<file path="src/rtl/spi_cfg_responder.sv">
module spi_cfg_responder #(
  parameter logic [31:0] ID_WORD     = 32'hC2088080,
  parameter int          CLEAR_DELAY = 40,
  parameter int          MIN_BYTES   = 4,
  parameter int          CNT_W       = 16
) (
  input  logic             clk,
  input  logic             rst_n,
  input  logic             spi_sclk,
  input  logic             spi_cs_n,
  input  logic             spi_mosi,
  output logic             spi_miso,
  output logic             wr_en_o,
  output logic             cleared_o,
  output logic             done_o,
  output logic [CNT_W-1:0] data_bytes_o
);

  localparam int DLY_W = $clog2(CLEAR_DELAY + 1);
  localparam logic [7:0] OP_ID    = 8'h07;
  localparam logic [7:0] OP_STAT  = 8'h09;
  localparam logic [7:0] OP_CLEAR = 8'h70;
  localparam logic [7:0] OP_RFSH  = 8'h71;
  localparam logic [7:0] OP_WEN   = 8'h4A;
  localparam logic [7:0] OP_WDIS  = 8'h4F;
  localparam logic [7:0] OP_WINC  = 8'h41;

  logic [2:0]       sclk_q, cs_q;
  logic [1:0]       mosi_q;
  logic [2:0]       bit_cnt, byte_idx;
  logic [7:0]       rx_byte, opcode;
  logic             pend, resp_on;
  logic [31:0]      tx_sr;
  logic             clr_busy;
  logic [DLY_W-1:0] clr_cnt;

  wire       sel       = ~cs_q[1];
  wire       rise      = sel & sclk_q[1] & ~sclk_q[2];
  wire       fall      = sel & ~sclk_q[1] & sclk_q[2];
  wire [7:0] byte_now  = {rx_byte[6:0], mosi_q[1]};
  wire       byte_done = rise & (bit_cnt == 3'd7);
  wire       cmd_hit   = byte_done & (byte_idx == 3'd0);
  wire       data_hit  = byte_done & (byte_idx == 3'd4) & (opcode == OP_WINC) & wr_en_o;
  wire [31:0] status_w = {15'd0, cleared_o, 1'b0, done_o, 14'd0};

  assign spi_miso = ~spi_cs_n & resp_on & tx_sr[31];

  always_ff @(posedge clk or negedge rst_n) begin
    if (!rst_n) begin
      sclk_q <= '0;
      cs_q   <= '1;
      mosi_q <= '0;
    end else begin
      sclk_q <= {sclk_q[1:0], spi_sclk};
      cs_q   <= {cs_q[1:0], spi_cs_n};
      mosi_q <= {mosi_q[0], spi_mosi};
    end
  end

  always_ff @(posedge clk or negedge rst_n) begin
    if (!rst_n) begin
      bit_cnt  <= '0;
      byte_idx <= '0;
      rx_byte  <= '0;
      opcode   <= '0;
      pend     <= 1'b0;
      resp_on  <= 1'b0;
      tx_sr    <= '0;
    end else if (!sel) begin
      bit_cnt  <= '0;
      byte_idx <= '0;
      pend     <= 1'b0;
      resp_on  <= 1'b0;
    end else begin
      if (rise) begin
        rx_byte <= byte_now;
        bit_cnt <= bit_cnt + 3'd1;
        if (bit_cnt == 3'd7) begin
          if (byte_idx == 3'd0) opcode <= byte_now;
          if (byte_idx != 3'd4) byte_idx <= byte_idx + 3'd1;
          if (byte_idx == 3'd3 && (opcode == OP_ID || opcode == OP_STAT)) pend <= 1'b1;
        end
      end
      if (fall) begin
        if (pend) begin
          tx_sr   <= (opcode == OP_ID) ? ID_WORD : status_w;
          pend    <= 1'b0;
          resp_on <= 1'b1;
        end else if (resp_on) begin
          tx_sr <= {tx_sr[30:0], 1'b0};
        end
      end
    end
  end

  always_ff @(posedge clk or negedge rst_n) begin
    if (!rst_n) begin
      wr_en_o      <= 1'b0;
      cleared_o    <= 1'b0;
      done_o       <= 1'b0;
      data_bytes_o <= '0;
      clr_busy     <= 1'b0;
      clr_cnt      <= '0;
    end else begin
      if (clr_busy) begin
        if (clr_cnt == DLY_W'(1)) begin
          cleared_o <= 1'b1;
          done_o    <= 1'b0;
          clr_busy  <= 1'b0;
        end else begin
          clr_cnt <= clr_cnt - DLY_W'(1);
        end
      end
      if (data_hit) begin
        cleared_o <= 1'b0;
        if (data_bytes_o != '1) data_bytes_o <= data_bytes_o + CNT_W'(1);
      end
      if (cmd_hit) begin
        case (byte_now)
          OP_WEN: wr_en_o <= 1'b1;
          OP_WDIS: begin
            wr_en_o <= 1'b0;
            if (data_bytes_o >= CNT_W'(MIN_BYTES)) done_o <= 1'b1;
          end
          OP_CLEAR: if (wr_en_o) begin
            clr_busy     <= 1'b1;
            clr_cnt      <= DLY_W'(CLEAR_DELAY);
            data_bytes_o <= '0;
          end
          OP_RFSH: begin
            wr_en_o   <= 1'b0;
            cleared_o <= 1'b0;
            done_o    <= 1'b0;
            clr_busy  <= 1'b0;
          end
          default: ;
        endcase
      end
    end
  end

endmodule

</file>
<file path="config.mk">
export PLATFORM = sky130hd
export DESIGN_NAME = spi_cfg_responder
export DESIGN_NICKNAME = d
export VERILOG_FILES = /design/src/rtl/spi_cfg_responder.sv
export SDC_FILE = /design/constraint.sdc
export NUM_CORES = 1
export LEC_CHECK = 0
export BUFFER_PORTS_ARGS = -buffer_cell sky130_fd_sc_hd__buf_4
export CAP_MARGIN = 20
export CORE_ASPECT_RATIO = 1.5
export CORE_UTILIZATION = 45
export CTS_BUF_LIST = sky130_fd_sc_hd__clkbuf_8
export CTS_CLUSTER_SIZE = 12
export DETAILED_ROUTE_END_ITERATION = 10
export REMOVE_ABC_BUFFERS = 1
export SKIP_LAST_GASP = 1
export SYNTH_ARGS = -nofsm -noshare
export SYNTH_HDL_FRONTEND = slang
export SYNTH_SLANG_ARGS = --single-unit
</file>
<file path="constraint.sdc">
create_clock -name clk -period 4.02 [get_ports clk]
set_input_delay 1.005 -clock clk [delete_from_list [all_inputs] [get_ports clk]]
set_output_delay 1.005 -clock clk [all_outputs]
set_load 0.05 [all_outputs]
</file>
Yosys cells after proc, flatten, opt, wreduce, memory -nomap -nowiden
Index checks and enable logic that the tools add are counted.
{ "totals": {"regBits": 88, "in_bits": 5, "output_inout_bits": 20, "word_cells": 110} }
{ "classes": {"n_addsub": 4, "n_lt_le_gt_ge": 1, "eq_ne": 13, "mux": 44, "bitwise": 15, "n_reduce_logical": 17} }
{ "op_table": {"columns": ["operator", "count"], "rows": [
  ["2-to-1 mux 32 bit", 3],
  ["2-to-1 mux 16 bit", 5],
  ["== test 8 x 7 -> 1 bit (second input constant)", 5],
  ["2-to-1 mux 6 bit", 5],
  ["2-to-1 mux 1 bit", 22],
  ["2-to-1 mux 3 bit", 6],
  ["adder 16 x 1 -> 16 bit (second input constant)", 1],
  [">= comparator 16 x 3 -> 1 bit (second input constant)", 1],
  ["inequality test 16 bit (second input constant)", 1],
  ["nonzero test 2 bit", 7],
  ["AND 1 bit", 11],
  ["== test 8 x 3 -> 1 bit (second input constant)", 1],
  ["== test 8 x 4 -> 1 bit (second input constant)", 1],
  ["adder 3 x 1 -> 3 bit (second input constant)", 2],
  ["== test 3 bit (second input constant)", 2],
  ["== test 6 x 1 -> 1 bit (second input constant)", 1],
  ["case mux 1 bit (2 select lines)", 3],
  ["AND reduction 2 bit", 3],
  ["AND reduction 3 bit", 2],
  ["subtractor 6 x 1 -> 6 bit (second input constant)", 1],
  ["inverter 1 bit", 4],
  ["AND reduction 4 bit", 1],
  ["== test 3 x 2 -> 1 bit (second input constant)", 1],
  ["zero test 3 bit", 1],
  ["other kinds (4)", 4]
]} }

Longest topological paths before layout
Gate-level depths: netlist of the first run.
{ "depth": {"word_depth": 11, "mapped_depth": 8, "ltp_nobuf": 7} }

Worst setup path after synthesis of the first run
No wires, ideal clock.
{ "synth_timing": {"kind": "input-to-output", "startpoint": "input spi_cs_n", "endpoint": "output spi_miso", "arrival_ns": 1.659, "t_required_ns": 3.015, "setup_slack_ns": 1.356, "path_stages": 1, "path_buffers": 0, "path_cell_list": "nor2_1"} }
{ "synth_between": {"elab_chain_len": 3} }
{ "synth_rtl": {"columns": ["element", "line_no", "text"], "rows": [
  ["from (decl)", "10", "input logic spi_cs_n,"],
  ["inverter 1 bit", "46", "assign spi_miso = ~spi_cs_n & resp_on & tx_sr[31];"],
  ["AND 1 bit (2 in series)", "46", null],
  ["to (decl)", "12", "output logic spi_miso,"]
]} }
Every way passes these cells.

Worst setup path after layout of the first run
{ "layout_timing": {"startpoint": "register rx_byte[1]", "endpoint": "register data_bytes_o[11]"} }
{ "layout_between": {"elab_chain_len": 3} }
{ "layout_rtl": {"columns": ["element", "line_no", "text"], "rows": [
  ["from (decl)", "31", "logic [7:0] rx_byte, opcode;"],
  ["from (signal assigned)", "76", "rx_byte <= byte_now;"],
  ["== test 8 x 7 -> 1 bit", "119", "case (byte_now)"],
  ["2-to-1 mux 16 bit", "119", null],
  ["2-to-1 mux 16 bit", "118", "if (cmd_hit) begin"],
  ["to (signal assigned)", "116", "if (data_bytes_o != '1) data_bytes_o <= data_bytes_o + CNT_W'(1);"],
  ["to (decl)", "16", "output logic [CNT_W-1:0] data_bytes_o"]
]} }
Every way passes these cells.
A chain may end at the register's enable or synchronous reset.

==> results_dict.tcl, run 1 <==
set metrics [dict create \
    status "finished, final reports clean" \
    layoutNonFillerInstCount 471 \
    drcViolationCount 0 \
    final_common_cell "dfrtp_1" \
    floorplan.initialDensity 0.465 \
    grt_pass1_vias 2656 \
    wl_um 7140 \
    cts-htree-levels 3 \
    antenna_left 0 \
    syn_area_um2 3730 \
    crit_family "simple AND/OR/NAND/NOR gates" \
    io_buffers 24 \
    vias 2644 \
    cts-root-buf "clkbuf_8" \
    cts_resized 0 \
    grt_start_max_net_pins 82 \
    ys_ff_latch 81 \
    crit_chain "or4b_2 > nor4_2 > nand2_1 > o211ai_1 > o31ai_1" \
    timing.final.crit_share 0.600 \
    cts.sinks 81 \
    grt_first_pass_wirelength_um 12500 \
    max_slew_margin 0.481 \
    dr.first_iter.drc_count 149 \
    crit_fanout 13 \
    postSynthAreaPerCell_um2 11.0 \
    viasPerCell 5.61 \
    grt_overflow_total 0 \
    grt_antenna_before_repair 0 \
    cp_num_buf_inv 0 \
    cp.arrival_ns 2.65 \
    place.gp.congestion 0.782 \
    cts_tree "yes" \
    worstMarginPinSlew_ns 0.778 \
    synth_area_leader_cell "dfrtp_1" \
    grt_use_total 0.184 \
    fin_tns_setup_ns 0 \
    postCtsHoldBufs 0 \
    clock_path_buffers 2 \
    layout.nets 376 \
    wl_per_cell_um 15.2 \
    clock.fmax_ghz 0.414 \
    dp_hpwl_um 4860 \
    die_h_um 113 \
    core-area_um2 8010 \
    synth_edf_count 0 \
    die_w_um 76.3 \
    area_delta_synth_final_pct 12.7 \
    synth_top_cell_area_share 0.531 \
    p_leak_nw 1.90 \
    cp-end-kind "register" \
    clk_pin_slew_ns 0.08 \
    final_cell_mix "dfrtp_1 (79), nor2_1 (31), nand2_1 (28)" \
    power.density_nw_per_um2 359 \
    die_area_um2 8660 \
    rows 40 \
    ios 25 \
    first_pass_iters 4 \
    n_antenna_cell 0 \
    drv_cap 0 \
    cp-start-kind "register" \
    postSynth.asyncResetShare 1.00 \
    netlist_instances 339 \
    skew_ns 0.00807 \
    path_class "reg -> reg" \
    place_inst 455 \
    setup_violations 0 \
    ys_seq_area_frac 0.545 \
    hp-class "reg -> reg" \
    layout_min_cycle_time_ns 2.41 \
    cts_setup_buffers 0 \
    rsz0062_at_grt "no" \
    required_ns 4.26 \
    critPathMaxStageDelay_ns 0.68 \
    peakVddDrop_mv 0.169 \
    hold_viol 0 \
    fill_cells 723 \
    synth_warnings 0 \
    cts_buffers 9 \
    netlist_top_cells_area "dfrtp_1 (53%), mux2_2 (4.5%), a22o_1 (4.0%)" \
    synth_cell_types 57 \
    slew_viol_final 0 \
    worst_skew_pair.late_latency_ns 0.36 \
    drive_gt1_frac 0.186 \
    synth_top_flop_cell "dfrtp_1" \
    crit_path_top_delay_cell "or4b_2" \
]
[path summary, 6_finish.rpt]
kind                            startpoint               end  cells past startpoint  slack, ns
worst max-delay path            rx_byte[1]  data_bytes_o[11]                      5       1.61
worst min-delay path             mosi_q[0]         mosi_q[1]                      0       0.35
worst max register to register  rx_byte[1]  data_bytes_o[11]                      5       1.61
worst min register to register   mosi_q[0]         mosi_q[1]                      0       0.35
max in group asynchronous            rst_n           cs_q[1]                      2       2.85
min in group asynchronous            rst_n         tx_sr[24]                      1       0.55
[final cells by class]
cell class,instances,area [um2],area share
Tap cell,105,131,0.0313
Sequential cell,81,2030,0.483
Inverter,14,52.6,0.0125
Timing Repair Buffer,26,215,0.0512
Clock buffer,12,165,0.0393
Multi-Input combinational cell,230,1590,0.379
Clock inverter,3,16.3,0.00387
[routing by layer]
metal / GRT usage / part of all wire / vias up / routed length (um)
met2: 0.303 / 0.50 / 37 / 3550
met3: 0.0440 / 0.031 / 11 / 225
met4: 0.0897 / 0.028 / 0 / 199
li1: - / - / 1284 / -
met5: 0 / 0 / - / 0
met1: 0.228 / 0.44 / 1312 / 3170
[registers in the layout (all words and copies together), names as in the netlist, 3 cells and up]
name,flops
bit_cnt,3
byte_idx,3
clr_cnt,6
data_bytes_o,16
opcode,8
rx_byte,7
sclk_q,3
tx_sr,25
[cell usage after synthesis, types with 3 or more instances]
cell type,n
and3_1,3
nand4_1,7
clkbuf_1,12
o21ai_0,12
dfrtp_1,79
nor4_1,5
ha_1,9
a22o_1,17
mux2_2,15
nand3_1,12
a21oi_1,7
o211ai_1,3
nand2b_1,3
inv_1,14
mux2i_1,7
nor2_1,31
nor3_1,16
nand3b_1,4
nand2_1,28
a221o_1,4
[kinds of logic (layout without fill, tap and decap cells)]
logic type	count (synthesis)	in the layout	share of synthesized area
simple gates	137	137	0.210
flops	81	81	0.545
buf+inv	28	55	0.0285
mux	22	22	0.0641
fa+ha+maj	9	9	0.0302
xor+xnor	2	2	0.00470
compound gates	60	60	0.118
[power breakdown]
part           internal, W  switching, W  total (W)
combinational    0.0000391     0.0000380  0.0000771
clock             0.000268      0.000274   0.000543
sequential        0.000849     0.0000409   0.000889
[metrics by stage]
step | hold slack, ns | worst slack (ns) | total power, W | util | cell area [um2]
2_1_floorplan | 0.331 | 1.36 | 0.000940 | - | 3670
3_3_place_gp | 0.335 | 1.61 | 0.000980 | 0.498 | 3990
3_5_place_dp | 0.336 | 1.61 | 0.000982 | 0.498 | 3990
4_1_cts | 0.356 | 1.60 | 0.00154 | 0.521 | 4170
5_1_grt | 0.358 | 1.44 | 0.00159 | 0.525 | 4200
6_report | 0.351 | 1.61 | 0.00151 | 0.525 | 4200
(Power assumes the default switching activity.)
==> inputs of run 2 (changes only) <==
--- a/config.mk
+++ b/config.mk
@@ -5,6 +5,7 @@
 export SDC_FILE = /design/constraint.sdc
 export NUM_CORES = 1
 export LEC_CHECK = 0
+export ABC_AREA = 1
 export BUFFER_PORTS_ARGS = -buffer_cell sky130_fd_sc_hd__buf_4
 export CAP_MARGIN = 20
 export CORE_ASPECT_RATIO = 1.5
==> constraint.sdc (replaced) <==
create_clock -name clk -period 2.1 [get_ports clk]
set_input_delay 0.525 -clock clk [delete_from_list [all_inputs] [get_ports clk]]
set_output_delay 0.525 -clock clk [all_outputs]
set_load 0.05 [all_outputs]
==> results_dict.tcl, run 2 <==
set metrics [dict create \
    drv_cap 0 \
    dp_hpwl_um 5930 \
    grt_use_total 0.193 \
    regMostFlops "tx_sr" \
    cts.sinks 81 \
    p_leak_nw 2.27 \
    area_delta_synth_final_pct 14.5 \
    fin_tns_setup_ns 0 \
    max_slew_margin 0.688 \
    ios 25 \
    first_pass_iters 4 \
    path_common_cell "inv_1" \
    synth_top_cell_area_share 0.503 \
    grt_start_max_net_pins 31 \
    ys_ff_latch 81 \
    antenna_left 0 \
    drive_gt1_frac 0.131 \
    rows 41 \
    wl_per_cell_um 12.9 \
    power.density_nw_per_um2 648 \
    synth_edf_count 0 \
    viasPerCell 5.07 \
    drcViolationCount 0 \
    rsz0062_at_grt "no" \
    place.gp.congestion 0.797 \
    timing.final.crit_share 0.892 \
    netlist_instances 470 \
    grt_antenna_before_repair 0 \
    layout_min_cycle_time_ns 1.87 \
    top_layer_used "met4" \
    hp-class "in -> async" \
    hold_viol 0 \
    setup_violations 0 \
    wl_um 7980 \
    synth_area_leader_cell "dfrtp_1" \
    wl_met1_um 3480 \
    cp-start-kind "register" \
    grt_overflow_total 0 \
    reg.largest.list "tx_sr (25), data_bytes_o (16), opcode (8)" \
    holdWs_ns 0.0780 \
    peakVddDrop_mv 0.547 \
    io_buffers 24 \
    cts_tree "yes" \
    layout.nets 521 \
    required_ns 2.34 \
    grt_pass1_vias 3002 \
    final_common_cell "nand2_1" \
    postSynth.asyncResetShare 1.00 \
    ys_seq_area_frac 0.516 \
    totalPowerFinal_w 0.00292 \
    yosysMostFrequentCell "nand2_1" \
    status "finished, final reports clean" \
    wl_met2_um 4180 \
    crit_fanout 8 \
    cts-htree-levels 3 \
    grt_first_pass_wirelength_um 13700 \
    floorplan.initialDensity 0.464 \
    core-area_um2 8460 \
    synth_warnings 0 \
    syn_area_um2 3930 \
    crit_chain "inv_1 > ha_1 > nand2_1 > inv_1 > nand2_1 > inv_1 > nand3_1 > nor2_4 > nand2_4 > inv_4 > nand3_1 > o21ai_1 > inv_1" \
    die_w_um 78.3 \
    n_antenna_cell 0 \
    slew_viol_final 0 \
    final_cell_mix "nand2_1 (102), inv_1 (89), dfrtp_1 (79)" \
    cts-root-buf "clkbuf_8" \
    postSynthAreaPerCell_um2 8.36 \
    clock_path_buffers 2 \
    cts_buffers 9 \
    largest_reg_flops 25 \
    skew_ns 0.0108 \
    worstMarginPinSlew_ns 0.465 \
    vias 3137 \
    utilization 0.532 \
    die_h_um 116 \
    dr.first_iter.drc_count 170 \
    path_class "reg -> reg" \
    clock.fmax_ghz 0.534 \
    cp_num_buf_inv 5 \
    die_area_um2 9120 \
    synth_cell_types 30 \
    netlist_top_cells_area "dfrtp_1 (50%), nand2_1 (9.7%), inv_1 (8.5%)" \
    crit_path_top_delay_cell "dfrtp_1" \
    crit_family "simple AND/OR/NAND/NOR gates" \
    synth_top_flop_cell "dfrtp_1" \
    worst_skew_pair.late_latency_ns 0.35 \
    fill_cells 800 \
    cp-end-kind "register" \
    clk_pin_slew_ns 0.09 \
    ys_top_cells_by_count "nand2_1 (102), inv_1 (89), dfrtp_1 (79)" \
    wl_met3_um 223 \
    critPathMaxStageDelay_ns 0.39 \
    cp.arrival_ns 2.12 \
]
[run 2: cell types whose count changed after synthesis, sizes merged, moves of 16 or more]
cell / change
inv: +78
a22o: -17
nand3: +29
o22ai: +16
nand2: +76
o21ai: +29
[run 2: path summary, 6_finish.rpt]
kind | start | end | slack [ns] | depth (start not counted)
min in group clk | spi_sclk | sclk_q[0] | 0.28 | 1
max in group asynchronous | rst_n | cs_q[1] | 1.44 | 2
hold reg to reg | mosi_q[0] | mosi_q[1] | 0.35 | 0
setup reg to reg | byte_idx[0] | data_bytes_o[2] | 0.23 | 13
setup / recovery | byte_idx[0] | data_bytes_o[2] | 0.23 | 13
hold / removal | rst_n | tx_sr[29] | 0.08 | 1
[run 2: layout make-up]
cell class	instances	area, um2	share of cell area
clock inverter	6	66.3	0.0147
clock buffer	10	138	0.0306
sequential	81	2030	0.451
multi-input combinational	289	1520	0.337
timing repair buffer	34	268	0.0595
tap	107	134	0.0297
inverter	92	348	0.0773
[run 2: power by group]
group	internal [W]	switching (W)	total, W
Combinational	0.0000393	0.0000911	0.000130
Clock	0.000583	0.000569	0.00115
Sequential	0.00160	0.0000343	0.00163
Total	0.00222	0.000695	0.00292
[run 2: cells by family (layout without fill, tap and decap cells)]
kind of cell    count (synthesis)  in the layout  share of synthesized area
xor+xnor                        3              3                    0.00669
buf+inv                       100            142                     0.0981
simple gates                  202            202                      0.240
fa+ha+maj                       9              9                     0.0287
compound gates                 75             75                      0.110
flops                          81             81                      0.516
[run 2: stage by stage]
step | setup WS, ns | std cells | cell area [um2]
6_report | 0.227 | 619 | 4500
5_1_grt | 0.0130 | 619 | 4500
4_1_cts | 0.150 | 617 | 4480
3_3_place_gp | 0.219 | 601 | 4280
3_5_place_dp | 0.164 | 601 | 4280
2_1_floorplan | -0.0466 | 462 | 3890
[run 2: per-layer routing]
layer / vias to the layer above / track usage
met2: 45 / 0.336
met1: 1497 / 0.235
met5: - / 0
li1: 1589 / -
met3: 6 / 0.0422
met4: 0 / 0.0704
[run 2: timing repair]
item	in CTS	in global routing
gates resized for setup	0	1
endpoints found under the setup margin	0	1
hold buffers	0	0
setup buffers	0	2
